### src/rtl/ccdSeqPkg.sv
package ccdSeqPkg;
  typedef struct packed {
    logic clrAcc;   // new readout: clear both black sums
    logic accEn;    // current sample belongs to the black window
    logic emitEn;   // current sample is an effective pixel
    logic lineSub;  // current sample belongs to the sub line
  } seqStb_t;
endpackage

### src/rtl/ccdSeqCtrl.sv
module ccdSeqCtrl
  import ccdSeqPkg::*;
#(
  parameter int LINE_POS    = 5394,
  parameter int POS_W       = 13,
  parameter int BLACK_FIRST = 24,
  parameter int BLACK_COUNT = 16,
  parameter int EFF_FIRST   = 41,
  parameter int EFF_COUNT   = 5350,
  parameter int IDX_W       = 13
) (
  input  logic             clk,
  input  logic             rstN,
  input  logic             sampleStb,
  input  logic             lineStart,
  output seqStb_t          stb,
  output logic [IDX_W-1:0] effIdx,
  output logic             framingErr
);
  localparam logic [POS_W-1:0] ONE_POS  = POS_W'(1);
  localparam logic [POS_W-1:0] LAST_POS = POS_W'(LINE_POS);
  localparam logic [POS_W-1:0] BLK_LO   = POS_W'(BLACK_FIRST);
  localparam logic [POS_W-1:0] BLK_HI   = POS_W'(BLACK_FIRST + BLACK_COUNT - 1);
  localparam logic [POS_W-1:0] EFF_LO   = POS_W'(EFF_FIRST);
  localparam logic [POS_W-1:0] EFF_HI   = POS_W'(EFF_FIRST + EFF_COUNT - 1);

  logic [POS_W-1:0] posCnt, curPos;
  logic subNext, curSub, inLine, take, inBlack, inEff;

  always_comb begin
    curPos  = lineStart ? ONE_POS : posCnt;
    curSub  = lineStart ? 1'b0 : subNext;
    take    = sampleStb && (lineStart || inLine);
    inBlack = (curPos >= BLK_LO) && (curPos <= BLK_HI);
    inEff   = (curPos >= EFF_LO) && (curPos <= EFF_HI);
    stb.clrAcc  = take && lineStart;
    stb.accEn   = take && inBlack;
    stb.emitEn  = take && inEff;
    stb.lineSub = curSub;
    effIdx = IDX_W'(curPos - EFF_LO + ONE_POS);
  end

  always_ff @(posedge clk) begin
    if (!rstN) begin
      posCnt     <= ONE_POS;
      subNext    <= 1'b0;
      inLine     <= 1'b0;
      framingErr <= 1'b0;
    end else begin
      if (sampleStb && lineStart && inLine) framingErr <= 1'b1;
      if (take) begin
        if (curSub) begin
          subNext <= 1'b0;
          if (curPos == LAST_POS) begin
            inLine <= 1'b0;
            posCnt <= ONE_POS;
          end else begin
            posCnt <= curPos + ONE_POS;
          end
        end else begin
          subNext <= 1'b1;
          posCnt  <= curPos;
          inLine  <= 1'b1;
        end
      end
    end
  end


  sub_follows_main_chk: assert property (@(posedge clk) disable iff (!rstN)
    (take && !curSub) |=> subNext);

  pos_bound_chk: assert property (@(posedge clk) disable iff (!rstN)
    (posCnt != '0) && (posCnt <= LAST_POS));

  err_sticky_chk: assert property (@(posedge clk) disable iff (!rstN)
    framingErr |=> framingErr);
endmodule

### src/rtl/ccdSeqDatapath.sv
module ccdSeqDatapath
  import ccdSeqPkg::*;
#(
  parameter int DATA_W     = 12,
  parameter int BLACK_LOG2 = 4,
  parameter int IDX_W      = 13
) (
  input  logic              clk,
  input  logic              rstN,
  input  seqStb_t           stb,
  input  logic [IDX_W-1:0]  effIdx,
  input  logic [DATA_W-1:0] pixIn,
  output logic              outValid,
  output logic              outSub,
  output logic [IDX_W-1:0]  outIdx,
  output logic [DATA_W-1:0] outPix
);
  localparam int ACC_W = DATA_W + BLACK_LOG2;

  logic [ACC_W-1:0]  accMain, accSub, accSel;
  logic [DATA_W-1:0] blackLvl, corrected;

  always_comb begin
    accSel    = stb.lineSub ? accSub : accMain;
    blackLvl  = DATA_W'(accSel >> BLACK_LOG2);
    corrected = (pixIn > blackLvl) ? (pixIn - blackLvl) : '0;
  end

  always_ff @(posedge clk) begin
    if (!rstN) begin
      accMain <= '0;
      accSub  <= '0;
    end else if (stb.clrAcc) begin
      accMain <= '0;
      accSub  <= '0;
    end else if (stb.accEn) begin
      if (stb.lineSub) accSub  <= accSub  + ACC_W'(pixIn);
      else             accMain <= accMain + ACC_W'(pixIn);
    end
  end

  always_ff @(posedge clk) begin
    if (!rstN) begin
      outValid <= 1'b0;
      outSub   <= 1'b0;
      outIdx   <= '0;
      outPix   <= '0;
    end else begin
      outValid <= stb.emitEn;
      if (stb.emitEn) begin
        outSub <= stb.lineSub;
        outIdx <= effIdx;
        outPix <= corrected;
      end
    end
  end


  acc_emit_excl_chk: assert property (@(posedge clk) disable iff (!rstN)
    !(stb.accEn && stb.emitEn));

  sat_bound_chk: assert property (@(posedge clk) disable iff (!rstN)
    stb.emitEn |=> (outPix <= $past(pixIn)));

  idx_nonzero_chk: assert property (@(posedge clk) disable iff (!rstN)
    outValid |-> (outIdx != '0));
endmodule

### src/rtl/ccdPixSeq.sv
module ccdPixSeq
  import ccdSeqPkg::*;
#(
  parameter int DATA_W      = 12,
  parameter int BLACK_FIRST = 24,
  parameter int BLACK_LOG2  = 4,
  parameter int EFF_FIRST   = 41,
  parameter int EFF_COUNT   = 5350,
  parameter int TAIL_DUMMY  = 4,
  parameter int IDX_W       = 13
) (
  input  logic              clk,
  input  logic              rstN,
  input  logic              sampleStb,
  input  logic              lineStart,
  input  logic [DATA_W-1:0] pixIn,
  output logic              outValid,
  output logic              outSub,
  output logic [IDX_W-1:0]  outIdx,
  output logic [DATA_W-1:0] outPix,
  output logic              framingErr
);
  localparam int BLACK_COUNT = 1 << BLACK_LOG2;
  localparam int LINE_POS    = EFF_FIRST + EFF_COUNT - 1 + TAIL_DUMMY;
  localparam int POS_W       = $clog2(LINE_POS + 1);

  seqStb_t          stb;
  logic [IDX_W-1:0] effIdx;

  ccdSeqCtrl #(
    .LINE_POS(LINE_POS), .POS_W(POS_W), .BLACK_FIRST(BLACK_FIRST),
    .BLACK_COUNT(BLACK_COUNT), .EFF_FIRST(EFF_FIRST), .EFF_COUNT(EFF_COUNT),
    .IDX_W(IDX_W)
  ) ctrl_i (
    .clk(clk), .rstN(rstN), .sampleStb(sampleStb), .lineStart(lineStart),
    .stb(stb), .effIdx(effIdx), .framingErr(framingErr)
  );

  ccdSeqDatapath #(
    .DATA_W(DATA_W), .BLACK_LOG2(BLACK_LOG2), .IDX_W(IDX_W)
  ) dp_i (
    .clk(clk), .rstN(rstN), .stb(stb), .effIdx(effIdx), .pixIn(pixIn),
    .outValid(outValid), .outSub(outSub), .outIdx(outIdx), .outPix(outPix)
  );
endmodule

### config.mk
export PLATFORM = sky130hd
export DESIGN_NAME = ccdPixSeq
export DESIGN_NICKNAME = d
export VERILOG_FILES = /design/src/rtl/ccdSeqPkg.sv /design/src/rtl/ccdSeqCtrl.sv /design/src/rtl/ccdSeqDatapath.sv /design/src/rtl/ccdPixSeq.sv
export SDC_FILE = /design/constraint.sdc
export NUM_CORES = 1
export LEC_CHECK = 0
export ABC_CLOCK_PERIOD_IN_PS = 4400
export BUFFER_PORTS_ARGS = -buffer_cell sky130_fd_sc_hd__buf_4
export CAP_MARGIN = 20
export CORE_ASPECT_RATIO = 1.5
export CORE_MARGIN = 5
export CORE_UTILIZATION = 27
export CTS_CLUSTER_SIZE = 40
export DETAILED_ROUTE_END_ITERATION = 16
export PLACE_DENSITY_LB_ADDON = 0.2
export SLEW_MARGIN = 0
export SYNTH_ARGS = -nofsm -noshare
export SYNTH_HDL_FRONTEND = slang
export SYNTH_SLANG_ARGS = --single-unit
### constraint.sdc
create_clock -name clk -period 4.4 [get_ports clk]
set_input_delay 0.66 -clock clk [delete_from_list [all_inputs] [get_ports clk]]
set_output_delay 0.66 -clock clk [all_outputs]
set_load 0.01 [all_outputs]
---- Word-level counts from Yosys, hierarchy flattened ----
Index checks and enable logic that the tools add are counted.
operators by class
  multiplexer cells ....................... 9
  reductions and logical operators ........ 13
  order comparisons ....................... 5
  bitwise gates (word level) .............. 2
  equality and inequality tests ........... 2
  add/subtract/negate cells ............... 6
operator list
  cell                                                             number
  2-to-1 mux 13 bit                                                3
  adder 16 x 12 -> 16 bit                                          2
  adder 13 x 1 -> 13 bit, second input constant                    2
  2-to-1 mux 16 bit                                                1
  equality test 13 bit, second input constant                      1
  >= comparator 13 x 5 -> 1 bit, second input constant             1
  >= comparator 13 x 6 -> 1 bit, second input constant             1
  less-or-equal comparator 13 bit, second input constant           1
  less-or-equal comparator 13 x 6 -> 1 bit, second input constant  1
  subtractor 13 x 6 -> 13 bit, second input constant               1
  > comparator 12 bit                                              1
  2-to-1 mux 12 bit                                                1
  subtractor 12 bit                                                1
  logical AND 1 bit                                                8
  AND reduction 2 bit                                              3
  2-to-1 mux 1 bit                                                 4
  inequality test 2 bit, second input constant                     1
  NOT 1 bit                                                        2
  OR reduction 2 bit                                               1
  logical OR 1 bit                                                 1
storage, ports and cells
  input port bits ......................... 16
  bits in registers ....................... 75
  word-level logic and storage cells ...... 47
  output and inout port bits .............. 28

---- Depth between registers and ports, before layout ----
Gate-level depths: netlist (run 1).
  depth in word-level cells ............... 5
  depth in mapped cells ................... 13
  mapped depth without buffers ............ 10

---- By module ----
A second synthesis (run 1) with hierarchy kept.
second synthesis, totals
  cell total of the unflattened synthesis .. 648
  area, all modules ....................... 5,511.5 µm²
modules (own cells, without submodules)
  module          instances  seq. area each (µm²)  cells each  area an instance (µm²)
  ccdSeqDatapath  1          1,181.1               456         4,037.6
  ccdSeqCtrl      1          320.3                 192         1,473.9

---- Least setup slack after synthesis (run 1) ----
No wires, ideal clock.
  kind .................................... input to register
  start ................................... input lineStart
  end ..................................... register dp_i.outPix[10]
  cell stages on the path ................. 12
  library setup time ...................... 0.101 ns
  required time ........................... 4.299 ns
  slack ................................... 0.896 ns
  data arrival time ....................... 3.403 ns
  path buffers ............................ 2
  path through ............................ buf_4 > nor2b_1 > clkbuf_1 > mux2_2 > ha_1 > fa_1 > nand2b_1 > a211oi_1 > nor4_1 > nor2_1 > nand2_1 > o41ai_1
between the ends
  word-level cells in the longest chain between the ends .. 4
  elaborated cells on any way between the ends .. 12
  those cells by class .................... 1 x add/sub; 3 x order compare; 4 x mux; 4 x reduce/logical
RTL lines
  item                                                           line                                    text
  start, declared                                                ccdPixSeq.sv:15                         input logic lineStart,
  2-to-1 mux 1 bit / 2-to-1 mux 13 bit (equally long branches)   ccdSeqCtrl.sv:32, ccdSeqCtrl.sv:31
  2-to-1 mux 16 bit, or another cell as far along                ccdSeqDatapath.sv:24                    accSel = stb.lineSub ? accSub : accMain;
  subtractor 12 bit, or another cell as far along                ccdSeqDatapath.sv:26                    corrected = (pixIn > blackLvl) ? (pixIn - blackLvl) : '0;
  2-to-1 mux 12 bit / logical AND 1 bit (equally long branches)  ccdSeqDatapath.sv:26, ccdSeqCtrl.sv:38
  end signal, assigned                                           ccdSeqDatapath.sv:53                    outPix <= corrected;
  end, declared                                                  ccdSeqDatapath.sv:16                    output logic [DATA_W-1:0] outPix
Several ways; a longest one is shown, not always the timed one.
A chain may end at the register's enable or synchronous reset.

---- Final worst setup path (run 1) ----
  start ................................... input lineStart
  end ..................................... register dp_i.outPix[9]
The elaborated chain is that of the path after synthesis.

==> results of run 1 <==
Yosys cell counts (9+ instances only):
master / n
a21oi_1: 66
clkbuf_1: 20
nand2_1: 70
a211oi_1: 16
nand4_1: 13
dfxtp_1: 75
ha_1: 44
xor2_1: 10
nand2b_1: 11
o211ai_1: 10
nand3_1: 19
xnor2_1: 15
o21a_1: 9
o21ai_0: 32
mux2i_1: 14
nor2_1: 56
inv_1: 16
nor3_1: 32
cells by family (layout without fill, tap and decap cells):
group | after synthesis | after routing | synth area share
XOR/XNOR | 25 | 25 | 0.0409
multiplexers | 16 | 16 | 0.0304
buffers and inverters | 50 | 84 | 0.0404
AO/OA/AOI/OAI | 209 | 209 | 0.257
AND/OR/NAND/NOR | 251 | 251 | 0.238
adder cells (fa/ha/maj) | 47 | 47 | 0.114
flip-flops | 75 | 75 | 0.280
stage by stage:
stage               std cells  utilization  hold slack, ps  power (mW)
floorplan                 673            -             436       0.819
global placement          953        0.302             444       0.879
detailed placement        953        0.302             450       0.880
CTS                       967        0.318             456        1.70
global route              967        0.318             485        1.74
finish                    967        0.318             455        1.68
how the worst max path moves through the flow:
stage | startpoint | to | slack (ps)
2_1_floorplan | lineStart | dp_i.outPix[10] | 900
3_3_place_gp | lineStart | dp_i.outPix[10] | 870
3_5_place_dp | lineStart | dp_i.outPix[10] | 800
4_1_cts | lineStart | dp_i.outPix[10] | 1180
5_1_grt | lineStart | dp_i.outPix[9] | 950
6_report | lineStart | dp_i.outPix[9] | 1230
power by group through the flow:
stage	logic, mW	clock network (mW)	registers [mW]
global placement	0.179	0	0.701
global route	0.198	0.861	0.686
CTS	0.179	0.835	0.685
detailed placement	0.179	0	0.701
floorplan	0.119	0	0.700
finish	0.177	0.815	0.685
final cells by class:
type | instances | area, um2 | area share
Timing Repair Buffer | 53 | 398 | 0.0637
Tap cell | 260 | 325 | 0.0521
Multi-Input combinational cell | 548 | 3640 | 0.583
Inverter | 17 | 63.8 | 0.0102
Sequential cell | 75 | 1500 | 0.240
Clock buffer | 10 | 239 | 0.0383
Clock inverter | 4 | 76.3 | 0.0122
worst max-delay path, stage by stage:
cell	delay (ps)
buf_4	230
nor2b_2	250
mux2_2	360
ha_1	210
fa_1	380
nand2b_1	210
a211oi_1	360
nor4_1	100
nor2_1	110
buf_4	160
nand2_1	120
o31ai_1	240
routing by layer:
| layer | GRT usage | vias up | share of wire |
|---|---|---|---|
| met2 | 0.270 | 83 | 0.53 |
| met4 | 0.0434 | 0 | 0.017 |
| met3 | 0.0199 | 16 | 0.024 |
| li1 | - | 2548 | - |
| met1 | 0.163 | 2337 | 0.43 |
| met5 | 0 | - | 0 |
registers in the layout, summed over array words and instances, names as in the netlist:
signal             cells
dp_i.outSub            1
dp_i.accMain          16
ctrl_i.posCnt         13
ctrl_i.subNext         1
dp_i.accSub           16
dp_i.outPix           12
dp_i.outValid          1
dp_i.outIdx           13
ctrl_i.framingErr      1
ctrl_i.inLine          1
==> impl_metrics.py, run 1 <==
metrics = {
    "cts": {
        "clkTransAtPathRegs_ps": 60,
        "cts_root_buf": "clkbuf_16",
        "post_cts.repair.setup_buffers": 0,
        "insertion_delay_ps": 340,
        "cts_tree": "yes",
        "cts_max_level": 3,
        "ctsHoldBuffers": 0,
        "max-clock-path-buffers": 2,
        "cts_sinks": 75,
        "numCtsBuffers": 9,
        "ctsResizeCount": 0,
    },
    "pwr": {
        "powerDensity_nw_per_um2": 268,
        "pwr-share-clk": 0.486,
        "ir_worst_vdd_v": 0.000186,
        "seq_power_share": 0.409,
        "switching_power_uw": 422,
        "power_leakage_nw": 2.33,
        "intPower_mw": 1.26,
        "swShare": 0.251,
        "p_comb_frac": 0.105,
    },
    "synthesis": {
        "synthArstFlopShare": 0,
        "synth_area_um2": 5360,
        "synth_area_leader_cell": "dfxtp_1",
        "synthCells": 673,
        "ys.warnings.count": 0,
        "synth.area.top_cells": "dfxtp_1 (28%), ha_1 (10%), a21oi_1 (6.2%)",
        "ys_ff_latch": 75,
        "syn_area_per_cell_um2": 7.96,
        "synth-edff-count": 0,
        "synthFlopType": "dfxtp_1",
        "ys_types": 76,
        "yosysSeqAreaShare": 0.280,
        "synth_top_area_frac": 0.280,
        "synth_nets": 736,
    },
    "placed_design": {
        "place_ws_ps": 804,
        "postPlaceCellArea_um2": 5930,
        "dp_hpwl_um": 12400,
        "gp_congestion": 0.826,
        "io_buffers": 43,
    },
    "routing": {
        "totalWireLength_um": 16200,
        "via_per_inst": 5.15,
        "wl_per_cell_um": 16.7,
        "drc": 0,
        "postRouteAntennaNets": 0,
        "vias": 4984,
        "first_pass_iters": 4,
        "drt_first_iter_violations": 275,
    },
    "finish": {
        "area_growth_pct": 16.6,
        "mostFrequentLayoutCells": "dfxtp_1 (75), nand2_1 (70), a21oi_1 (66)",
        "final_area_um2": 6250,
        "fin_nets": 767,
        "fillers": 2092,
        "drive_above_1_share": 0.123,
        "mostFrequentLayoutCell": "dfxtp_1",
        "antennaDiodeCount": 0,
    },
    "global_route": {
        "grt_max_degree": 37,
        "track_usage": 0.142,
        "grt_pass1_vias": 5112,
        "grt_pass1_wl_um": 26300,
        "antenna_found_initial": 0,
        "gr-total-overflow": 0,
    },
    "timing": {
        "tightest_slew_ps": 960,
        "max_freq_mhz": 315,
        "hold_viol_final": 0,
        "clock_skew_ps": 10.7,
        "fin_crit_ps": 3170,
        "rsz0062_at_grt": "no",
        "setup_violations": 0,
        "setup_tns_ps": 0,
        "maxSlewHeadroom": 0.358,
        "fin_crit_sh": 0.721,
        "slew_viol_final": 0,
        "fin_ws_ps": 1230,
    },
    "setup_path": {
        "reg2reg_slack_ps": 1490,
        "start_kind": "input pin",
        "cp.required_ps": 4650,
        "rr_endpoint": "dp_i.outPix[9]",
        "r2r_start": "ctrl_i.subNext",
        "crit_type": "in -> reg",
        "cp-end-kind": "register",
        "path_max_fanout": 36,
        "cp.arrival_ps": 3420,
        "ff2ff_path_depth": 11,
    },
    "floorplanning": {
        "rows": 63,
        "fp.dieH_um": 183,
        "num_io_pins": 44,
        "core_um2": 19600,
        "die_area_um2": 22800,
        "die_x_um": 125,
        "initial_core_util": 0.273,
    },
    "outcome": {
        "status": "finished, final reports clean",
    },
    "hold_path": {
        "hold_path.class": "reg -> reg",
        "holdCritStartpoint": "dp_i.outPix[0]",
        "holdPathEnd": "dp_i.outPix[0]",
        "holdPathStages": 2,
    },
    "job": {
        "drv_cap": 0,
    },
}
Note: power is estimated with default switching activity, not from simulation.
==> run 2, diff against run 1 <==
Settings changed: ABC_CLOCK_PERIOD_IN_PS 4400 to 2900.
Clock period 4.4 ns to 2.9 ns, I/O delays scaled along.
==> run 2 against run 1 <==
  * Global-route usage grew 0.33 points
  * Critical endpoint is now dp_i.outPix[10]
  * Utilization grew 2.1 points
  * Sequential cell count is the same
==> impl_metrics.py, run 2 (synthesis gave the netlist of run 1 again) <==
metrics = {
    "setup_path": {
        "ff2ff_path_depth": 11,
        "cp.required_ps": 3150,
        "crit_slowest_cell": "dfxtp_1",
        "crit_type": "reg -> reg",
        "reg2reg_slack_ps": 170,
        "cp-end-kind": "register",
        "r2r_start": "ctrl_i.subNext",
        "cp.arrival_ps": 2980,
        "cp_slowest_stage_delay_ps": 330,
        "crit_top_cell": "o21a_1",
        "rr_endpoint": "dp_i.outPix[10]",
        "path_max_fanout": 14,
        "start_kind": "register",
        "crit_chain": "nor2b_4 > buf_6 > mux2i_1 > ha_1 > nand4_1 > a211oi_4 > o31a_1 > o21a_1 > buf_4 > o21a_1 > o41ai_1",
    },
    "timing": {
        "tightest_slew_ps": 721,
        "max_freq_mhz": 366,
        "fin_ws_ps": 171,
        "fin_crit_ps": 2730,
        "maxSlewHeadroom": 0.517,
        "rsz0062_at_grt": "no",
        "clock_skew_ps": 12.4,
        "fin_crit_sh": 0.941,
        "setup_violations": 0,
        "slew_viol_final": 0,
        "hold_viol_final": 0,
    },
    "finish": {
        "mostFrequentLayoutCell": "buf_4",
        "final_util": 0.340,
        "fillers": 2089,
        "mostFrequentLayoutCells": "buf_4 (94), dfxtp_1 (75), nand2_1 (69)",
        "final_area_um2": 6670,
        "fin_nets": 812,
        "antennaDiodeCount": 0,
        "seqCellArea_um2": 1500,
        "drive_above_1_share": 0.183,
        "layout.cells.non_filler": 1014,
        "area_growth_pct": 24.4,
        "top_regs": "dp_i.accMain x16, dp_i.accSub x16",
        "multi_input_area_um2": 3670,
    },
    "routing": {
        "first_pass_iters": 4,
        "wl_per_cell_um": 16.1,
        "drt_first_iter_violations": 220,
        "drc": 0,
        "postRouteAntennaNets": 0,
        "vias": 5187,
        "totalWireLength_um": 16300,
        "via_per_inst": 5.12,
    },
    "floorplanning": {
        "core_um2": 19600,
        "initial_core_util": 0.273,
        "fp.dieH_um": 183,
        "die_x_um": 125,
        "die_area_um2": 22800,
        "num_io_pins": 44,
        "rows": 63,
    },
    "cts": {
        "insertion_delay_ps": 350,
        "max-clock-path-buffers": 2,
        "ctsResizeCount": 0,
        "cts_tree": "yes",
        "numCtsBuffers": 9,
        "cts_max_level": 3,
        "ctsHoldBuffers": 0,
        "cts_sinks": 75,
        "cts_root_buf": "clkbuf_16",
        "post_cts.repair.setup_buffers": 0,
        "clkTransAtPathRegs_ps": 60,
    },
    "job": {
        "drv_cap": 0,
    },
    "hold_path": {
        "holdPathEnd": "ctrl_i.framingErr",
        "holdPathStages": 3,
        "holdCritStartpoint": "sampleStb",
        "hold_path.class": "in -> reg",
    },
    "pwr": {
        "powerDensity_nw_per_um2": 390,
        "ir_worst_vdd_v": 0.000325,
        "finalPower_mw": 2.60,
        "power_leakage_nw": 2.57,
    },
    "placed_design": {
        "place_ws_ps": -112,
        "dp_hpwl_um": 12700,
        "io_buffers": 43,
        "dp_cells": 998,
        "postPlaceCellArea_um2": 6320,
        "gp_congestion": 0.829,
    },
    "global_route": {
        "track_usage": 0.146,
        "grt_pass1_vias": 5221,
        "grt_max_degree": 37,
        "gr-total-overflow": 0,
        "antenna_found_initial": 0,
        "grt_pass1_wl_um": 27000,
    },
    "outcome": {
        "status": "finished, final reports clean",
    },
}
-- run 2: cell types whose count changed in the layout (fill, tap and decap cells not counted), sizes merged --
cell,change
buf,+45
clkinv,+2
inv,+1
clkinvlp,-1
-- run 2: how the worst max path moves through the flow --
stage | from | cells past startpoint | end
after CTS | ctrl_i.subNext | 10 | dp_i.outPix[10]
after global routing | ctrl_i.subNext | 11 | dp_i.outPix[10]
after floorplan | lineStart | 12 | dp_i.outPix[10]
final | ctrl_i.subNext | 11 | dp_i.outPix[10]
after detailed placement | lineStart | 11 | dp_i.outPix[10]
after global placement | lineStart | 11 | dp_i.outPix[10]
-- run 2: critical path: cells and delay by family, from the launching register on --
kind	cells	cell delay (ps)
compound gates	5	1030
buf+inv	2	340
fa+ha+maj	1	300
flops	1	330
mux	1	230
simple gates	2	400
-- run 2: layout make-up --
cell class,count,share of cell area
Multi-Input combinational cell,548,0.551
Sequential cell,75,0.225
Timing Repair Buffer,98,0.117
Tap cell,260,0.0488
Clock buffer,10,0.0358
Clock inverter,6,0.0131
Inverter,17,0.00957
-- run 2: report_power, final --
group | total (mW) | switching, mW | internal (mW)
Sequential | 1.04 | 0.00589 | 1.03
Combinational | 0.304 | 0.176 | 0.127
Clock | 1.26 | 0.480 | 0.779
-- run 2: layer usage --
| metal | track usage | vias to the layer above | routed length [um] |
|---|---|---|---|
| met5 | 0 | - | 0 |
| met4 | 0.0551 | 0 | 392 |
| met3 | 0.0258 | 23 | 452 |
| met2 | 0.272 | 74 | 8600 |
| met1 | 0.163 | 2445 | 6840 |
| li1 | - | 2645 | - |
-- run 2: through the flow --
stage | setup TNS, ps | hold WS (ps)
after floorplan | -13.1 | 436
after global routing | 0 | 415
final | 0 | 402
after detailed placement | -576 | 448
after CTS | 0 | 393
after global placement | -126 | 445
